## src/rtl/gpio_regbank_pkg.sv

```systemverilog
package gpio_regbank_pkg;
  typedef enum logic [1:0] {
    SEL_PINS = 2'd0,
    SEL_OUT  = 2'd1,
    SEL_INV  = 2'd2,
    SEL_DIR  = 2'd3
  } reg_sel_e;

  function automatic reg_sel_e to_sel(input logic [1:0] low_bits);
    return reg_sel_e'(low_bits);
  endfunction
endpackage

```

## src/rtl/gpio_sync.sv

```systemverilog
module gpio_sync #(
  parameter int WIDTH  = 8,
  parameter int STAGES = 2
) (
  input  logic             clk,
  input  logic             rst,
  input  logic [WIDTH-1:0] async_in,
  output logic [WIDTH-1:0] sync_out
);
  logic [WIDTH-1:0] stage_q [STAGES];

  always_ff @(posedge clk) begin
    if (rst) stage_q[0] <= '1;
    else     stage_q[0] <= async_in;
  end

  for (genvar s = 1; s < STAGES; s++) begin : g_stage
    always_ff @(posedge clk) begin
      if (rst) stage_q[s] <= '1;
      else     stage_q[s] <= stage_q[s-1];
    end
  end

  assign sync_out = stage_q[STAGES-1];
endmodule

```

## src/rtl/gpio_ctrl_regs.sv

```systemverilog
module gpio_ctrl_regs
  import gpio_regbank_pkg::*;
#(
  parameter int WIDTH = 8
) (
  input  logic             clk,
  input  logic             rst,
  input  logic             wr_en,
  input  reg_sel_e         sel,
  input  logic [WIDTH-1:0] wdata,
  output logic [WIDTH-1:0] out_q,
  output logic [WIDTH-1:0] inv_q,
  output logic [WIDTH-1:0] dir_q
);
  always_ff @(posedge clk) begin
    if (rst) begin
      out_q <= '1;
      inv_q <= '0;
      dir_q <= '1;
    end else if (wr_en) begin
      unique case (sel)
        SEL_OUT:  out_q <= wdata;
        SEL_INV:  inv_q <= wdata;
        SEL_DIR:  dir_q <= wdata;
        default:  ;
      endcase
    end
  end
endmodule

```

## src/rtl/gpio_pin_drive.sv

```systemverilog
module gpio_pin_drive #(
  parameter int WIDTH = 8
) (
  input  logic             clk,
  input  logic             rst,
  input  logic [WIDTH-1:0] out_q,
  input  logic [WIDTH-1:0] dir_q,
  output logic [WIDTH-1:0] pin_oe,
  output logic [WIDTH-1:0] pin_do
);
  for (genvar b = 0; b < WIDTH; b++) begin : g_pin
    always_ff @(posedge clk) begin
      if (rst) begin
        pin_oe[b] <= 1'b0;
        pin_do[b] <= 1'b0;
      end else begin
        pin_oe[b] <= ~dir_q[b];
        pin_do[b] <= dir_q[b] ? 1'b0 : out_q[b];
      end
    end
  end
endmodule

```

## src/rtl/gpio_read_port.sv

```systemverilog
module gpio_read_port
  import gpio_regbank_pkg::*;
#(
  parameter int WIDTH = 8
) (
  input  logic             clk,
  input  logic             rst,
  input  logic             rd_en,
  input  logic             in_range,
  input  reg_sel_e         sel,
  input  logic [WIDTH-1:0] pin_view,
  input  logic [WIDTH-1:0] out_q,
  input  logic [WIDTH-1:0] inv_q,
  input  logic [WIDTH-1:0] dir_q,
  output logic [WIDTH-1:0] rd_data,
  output logic             rd_valid
);
  logic [WIDTH-1:0] sel_data;

  always_comb begin
    sel_data = '0;
    if (in_range) begin
      unique case (sel)
        SEL_PINS: sel_data = pin_view;
        SEL_OUT:  sel_data = out_q;
        SEL_INV:  sel_data = inv_q;
        SEL_DIR:  sel_data = dir_q;
        default:  sel_data = '0;
      endcase
    end
  end

  always_ff @(posedge clk) begin
    if (rst) begin
      rd_data  <= '0;
      rd_valid <= 1'b0;
    end else begin
      rd_valid <= rd_en;
      if (rd_en) rd_data <= sel_data;
    end
  end
endmodule

```

## src/rtl/gpio_regbank.sv

```systemverilog
module gpio_regbank
  import gpio_regbank_pkg::*;
#(
  parameter int WIDTH       = 8,
  parameter int CMD_W       = 3,
  parameter int SYNC_STAGES = 2
) (
  input  logic             clk,
  input  logic             rst,
  input  logic             acc_valid,
  input  logic             acc_write,
  input  logic [CMD_W-1:0] acc_cmd,
  input  logic [WIDTH-1:0] acc_wdata,
  output logic [WIDTH-1:0] rd_data,
  output logic             rd_valid,
  input  logic [WIDTH-1:0] pin_in,
  output logic [WIDTH-1:0] pin_oe,
  output logic [WIDTH-1:0] pin_do
);
  localparam int SEL_W = 2;

  logic [WIDTH-1:0] pins_sync;
  logic [WIDTH-1:0] out_q, inv_q, dir_q;
  logic [WIDTH-1:0] pin_view;
  logic             in_range;
  reg_sel_e         sel;

  if (CMD_W > SEL_W) begin : g_range
    assign in_range = (acc_cmd[CMD_W-1:SEL_W] == '0);
  end else begin : g_full
    assign in_range = 1'b1;
  end

  assign sel      = to_sel(acc_cmd[SEL_W-1:0]);
  assign pin_view = pins_sync ^ inv_q;

  gpio_sync #(.WIDTH(WIDTH), .STAGES(SYNC_STAGES)) u_sync (
    .clk(clk), .rst(rst), .async_in(pin_in), .sync_out(pins_sync)
  );

  gpio_ctrl_regs #(.WIDTH(WIDTH)) u_regs (
    .clk(clk), .rst(rst),
    .wr_en(acc_valid && acc_write && in_range),
    .sel(sel), .wdata(acc_wdata),
    .out_q(out_q), .inv_q(inv_q), .dir_q(dir_q)
  );

  gpio_pin_drive #(.WIDTH(WIDTH)) u_drive (
    .clk(clk), .rst(rst), .out_q(out_q), .dir_q(dir_q),
    .pin_oe(pin_oe), .pin_do(pin_do)
  );

  gpio_read_port #(.WIDTH(WIDTH)) u_read (
    .clk(clk), .rst(rst),
    .rd_en(acc_valid && !acc_write),
    .in_range(in_range), .sel(sel), .pin_view(pin_view),
    .out_q(out_q), .inv_q(inv_q), .dir_q(dir_q),
    .rd_data(rd_data), .rd_valid(rd_valid)
  );
endmodule

```

## config.mk

```make
export PLATFORM = sky130hd
export DESIGN_NAME = gpio_regbank
export DESIGN_NICKNAME = d
export VERILOG_FILES = /design/src/rtl/gpio_regbank_pkg.sv /design/src/rtl/gpio_sync.sv /design/src/rtl/gpio_ctrl_regs.sv /design/src/rtl/gpio_pin_drive.sv /design/src/rtl/gpio_read_port.sv /design/src/rtl/gpio_regbank.sv
export SDC_FILE = /design/constraint.sdc
export NUM_CORES = 1
export LEC_CHECK = 0
export CORE_MARGIN = 2
export CORE_UTILIZATION = 52
export DETAILED_ROUTE_END_ITERATION = 10
export DONT_BUFFER_PORTS = 1
export PLACE_DENSITY = 0.78
export SYNTH_ARGS = -nofsm -noshare
export SYNTH_HDL_FRONTEND = slang
export SYNTH_HIERARCHICAL = 1
export SYNTH_SLANG_ARGS = --single-unit
```

## constraint.sdc

```tcl
create_clock -name clk -period 2.73 [get_ports clk]
set_input_delay 0.4095 -clock clk [delete_from_list [all_inputs] [get_ports clk]]
set_output_delay 0.4095 -clock clk [all_outputs]
set_load 0.01 [all_outputs]
```

# After elaboration in Yosys (flattened, before gate mapping)
# Memories as Yosys holds them, arrays and structs flattened.
# Cells that the tools add are included.
# totals
memories	1
romBits	0
ff_bits	49
out_inout_bits	25
latchBits	0
input_bits	23
ram_bits	16
# memory_table
name	words	word_bits	read_ports	rd_clocked_by_memory_dff	write_ports	line_no	text
u_sync.stage_q	2	8	2	0	2	gpio_sync.sv:10	logic [WIDTH-1:0] stage_q [STAGES];
# classes
shift	0
div_mod_pow	0
n_bitwise	12
n_mux	7
n_addsub	0
reduce_logical	16
eq_ne	3
n_mul	0
magnitude_cmp	0
# ops
operator	n
$pmux W8 S4	1
$mux W8	3
$reduce_or A2 Y1	8
$not A1 Y1	9
$xor A8 B8 Y8	1
$reduce_and A2 Y1	3
$eq A2 B2 Y1 const B	2
$logic_and A1 B1 Y1	3
$mux W1	3
$eq A2 B1 Y1 const B	1
$logic_not A2 Y1	1
$or A1 B1 Y1	2
$logic_not A1 Y1	1

# Depth between registers and ports, before layout
# logic_depth
word_depth	3
mapped_depth	5

# Modules after synthesis
# Netlist, hierarchy kept.
# modules_own_cells
module	area_each_um2	instances	seq_area_each_um2	cells_per_inst
gpio_ctrl_regs	973.4	1	480.5	97
gpio_read_port	523.0	1	180.2	48
gpio_pin_drive	442.9	1	320.3	34
gpio_sync	431.7	1	320.3	33
gpio_regbank	91.3	1	0.0	11

# Least setup slack after synthesis
# OpenSTA, ideal clock, no wires.
# synth_path
path_kind	input to register
start	in acc_write
end	reg u_read.rd_data[1]
path_slack_ps	1506
t_arrival_ps	1110
stages	5
required_ps	2616
cell_sequence	and2b_2 -> nand4bb_1 -> clkbuf_2 -> o22ai_1 -> a21o_1
# synth_via
elab_chain_cells	2
# synth_rtl
item	line_no	text
start: declaration	gpio_regbank.sv:11	input logic acc_write,
$logic_not A1 Y1	gpio_regbank.sv:55	.rd_en(acc_valid && !acc_write),
$logic_and A1 B1 Y1	gpio_regbank.sv:55	
end signal: assignment	gpio_read_port.sv:39	if (rd_en) rd_data <= sel_data;
end: declaration	gpio_read_port.sv:15	output logic [WIDTH-1:0] rd_data,
# Every way passes these cells.
# A chain may end at the register's enable or synchronous reset.

# Worst setup path after layout
# layout_path
start	in acc_cmd[2]
end	reg u_regs.inv_q[2]
# layout_via
elab_chain_cells	3
# layout_rtl
item	line_no	text
start: declaration	gpio_regbank.sv:12	input logic [CMD_W-1:0] acc_cmd,
$not A1 Y1	gpio_regbank.sv:29	assign in_range = (acc_cmd[CMD_W-1:SEL_W] == '0);
$logic_and A1 B1 Y1	gpio_regbank.sv:43	.wr_en(acc_valid && acc_write && in_range),
$reduce_and A2 Y1 (no source line)	n/a	
end signal: assignment	gpio_ctrl_regs.sv:23	SEL_INV: inv_q <= wdata;
end: declaration	gpio_ctrl_regs.sv:12	output logic [WIDTH-1:0] inv_q,
# Every way passes these cells.

==> impl.org <==
** Critical path
- Crit end category :: flop
- Most frequent CP cell :: and3b_1
- The slowest stage of the critical path is the and3b_1 cell.
- Number of buffers and inverters on the critical path :: 0
- Required time of the critical path :: 2.98 ns
- Data arrival time of the critical path :: 1.43 ns
- Critical path class :: primary input to flop
- Of all nets on the critical path, the largest fanout is 8.
- Family with the most delay on the worst path :: simple AND/OR/NAND/NOR gates
- Critical path, cell by cell :: and3b_1 > and3b_1 > mux2i_1
- The worst setup path is launched from a primary input.
- Critical path's largest stage delay :: 0.51 ns
- Slack of the worst reg-to-reg path :: 1.71 ns

** Clock tree
- Reg clk slew, reported paths :: 0.07 ns
- In this run, post-CTS hold repair placed 0 buffers.
- H-tree lvl count :: 3
- Number of buffers inserted during clock tree synthesis :: 9
- Cell chosen for the clock root :: clkbuf_8
- In this run the post-CTS setup repair buffer count came out at 0.
- Clock sink count :: 65
- Clock network latency to the later pin of the worst-skew pair :: 0.33 ns
- Maximum count of clock buffers along a single path :: 2
- TritonCTS built the clock tree.
- Once the clock tree was built, the resizer swapped 0 gates to a different size.

** Synth
- The share of the Yosys chip area taken by registers is 52.85%.
- Summing every instance area after synthesis gives 0.002462 sq mm.
- The number of nets handed over by synthesis was 246.
- Cells after synthesis :: 223
- Portion of synthesized cell area occupied by the leading cell type :: 52.85%
- Counting distinct cell types in the post-synthesis netlist gives 24.
- Syn_area_per_cell :: 11.04 sq um
- After synthesis, the cell types taking the most area are dfxtp_1 (53%), mux2i_1 (16%), nor2_1 (5.0%).
- Yosys top cell by area :: dfxtp_1
- During synthesis, Yosys emitted a total of 6 warnings.
- Synth Register Bits :: 65

** Global routing
- Total overflow reported by the global router :: 0
- Entering global routing, the biggest net connects 77 pins.
- For this run, the total global-route usage over all layers was measured as 16.17%.
- The initial antenna violation count came to 0.
- Vias in the first global route :: 1320
- Global-route wire length before repair :: 6.513 mm

** Die
- Vertical die dimension :: 72.82 um
- For this configuration, the core starts out at a cell density of 53.19%.
- During I/O placement, the number of pins put on the boundary was 48.
- Site row count :: 25
- Floorplan core area :: 0.004629 sq mm
- Horizontal extent of the die :: 72.82 um
- Floorplan die area :: 0.005302 sq mm

** Placement
- Pre-CTS WS :: 1.200 ns
- Input/output buffers :: 0
- RD Place Congestion :: 0.7779
- Once detailed placement completed, the half-perimeter wirelength came to 2.615 mm.

** Detailed routing
- In the routed design, unresolved DRC markers number 0.
- Post-DRT Antenna Nets :: 0
- After detailed routing, the number of vias per cell comes to 5.053.
- Detailed router's first-iteration violation count :: 131
- Vias post-DR :: 1420
- For this run, the detailed router's first-pass iteration total came to 4.
- Routed wire per std cell :: 14.08 um
- Summed over all layers, the routed wires come to 3.957 mm.

** STA
- At the pin with the least slew margin, the transition time is 0.5911 ns.
- Unrepaired setup endpoints after global routing :: no
- Number of setup violations in the final report :: 0
- Clock skew on the completed layout was measured at 0.009098 ns.
- Setup Total Neg Slack :: 0 ns
- Hold timing on the final database bottoms out at a slack of 0.1457 ns.
- Final period demand of the worst path :: 1.179 ns
- Timing would allow up to 0.8479 GHz.
- Post-route fraction of the period consumed by the critical path :: 43.20%
- The number of max-slew violations in the final report was 0.
- The worst path meets setup with 1.551 ns of slack.
- In this run the tightest slew margin relative to its limit is 60.45%.
- Final Hold Fails :: 0

** Finish
- Proportion of layout cells with a drive suffix above 1 :: 8.370%
- Final-stage net count :: 245
- The area growth from synthesis to layout is 6.047%.
- 0 antenna diodes ended up in the layout.

** Job
- Total of max-cap violations :: 0

** Worst hold path
- The worst hold path belongs to the class primary input to flop.

** Outcome
- Run status :: completed

** Power and ir drop
- IR Drop Worst-Case VDD :: 0.3152 mV
- Power comes to 1.811 mW.
- In this run the power density over the cells is 693.5 mW/mm^2.
- In this run the static leakage power is 1.187 nW.
through the flow:
stage          util, %  instance area, sq um  instances
4_1_cts          56.41                  2611        281
3_3_place_gp     52.35                  2424        265
6_report         56.41                  2611        281
3_5_place_dp     52.35                  2424        265
5_1_grt          56.41                  2611        281
2_1_floorplan        -                  2462        223
state kept, by name, summed over array words and instances (netlist names):
name / count
u_drive/pin_do: 8
u_drive/pin_oe: 8
u_regs/inv_q: 8
u_read/rd_data: 8
u_regs/dir_q: 8
u_read/rd_valid: 1
u_sync/stage_q: 16
u_regs/out_q: 8
Yosys cell counts (all sizes together):
master   instances
nand3b           1
buf              9
a21o             8
dfxtp           65
nand4bb          1
nand2b          16
xor2             8
nand4b           1
nand3            1
mux2i           40
nor3b            8
inv              1
or2             16
nor2b            1
nor2            33
clkbuf           3
o22ai            8
and2b            1
and3b            2
logic make-up after synthesis:
group	count (synthesis)	share of synthesized area [%]
xor gates and xnor gates	8	2.846
muxes	40	16.26
buffers and inverters	13	4.471
and+or+nand+nor	81	19.11
DFF	65	52.85
AOI/OAI and AO/OA	16	4.472
worst register-to-register path: stages, from the launching register on:
cell,delay [ns]
dfxtp_1,0.33
xor2_1,0.16
mux2i_1,0.15
o22ai_1,0.10
a21o_1,0.16
per-layer routing:
layer / GRT usage, % / wire (um)
met3: 5.110 / 169
met5: 0 / 0
met1: 21.76 / 1889
met4: 8.642 / 61
met2: 23.03 / 1837
placed cells by master, fill, tap and decap left out, drive strengths merged, types with 2 or more instances in the layout:
| cell | n |
|---|---|
| and3b | 2 |
| dfxtp | 65 |
| mux2i | 40 |
| xor2 | 8 |
| or2 | 16 |
| nor2 | 33 |
| nand2b | 16 |
| a21o | 8 |
| o22ai | 8 |
| clkinv | 3 |
| clkbuf | 11 |
| nor3b | 8 |
area by class of cell:
type / count / area [sq um]
Clock buffer: 11 / 131.4
Tap cell: 54 / 67.56
Clock inverter: 5 / 56.30
Inverter: 1 / 3.754
Fill cell: 418 / 2018
Multi-Input combinational cell: 145 / 1051
Sequential cell: 65 / 1301
worst paths after layout:
kind                   startpoint              endpoint  cells past startpoint
max                    acc_cmd[2]       u_regs/inv_q[2]                      3
min                           rst     u_drive/pin_oe[3]                      1
max reg2reg       u_regs/inv_q[3]     u_read/rd_data[3]                      4
min reg2reg  u_sync/stage_q[0][7]  u_sync/stage_q[1][7]                      1
power by group:
part           total, mW  internal (mW)  leakage (nW)  switching [mW]
Sequential         0.987          0.972         0.530          0.0152
Combinational     0.0602         0.0366         0.564          0.0236
Clock              0.764          0.420        0.0933           0.343
No activity file was read; power rests on OpenSTA's default activity.
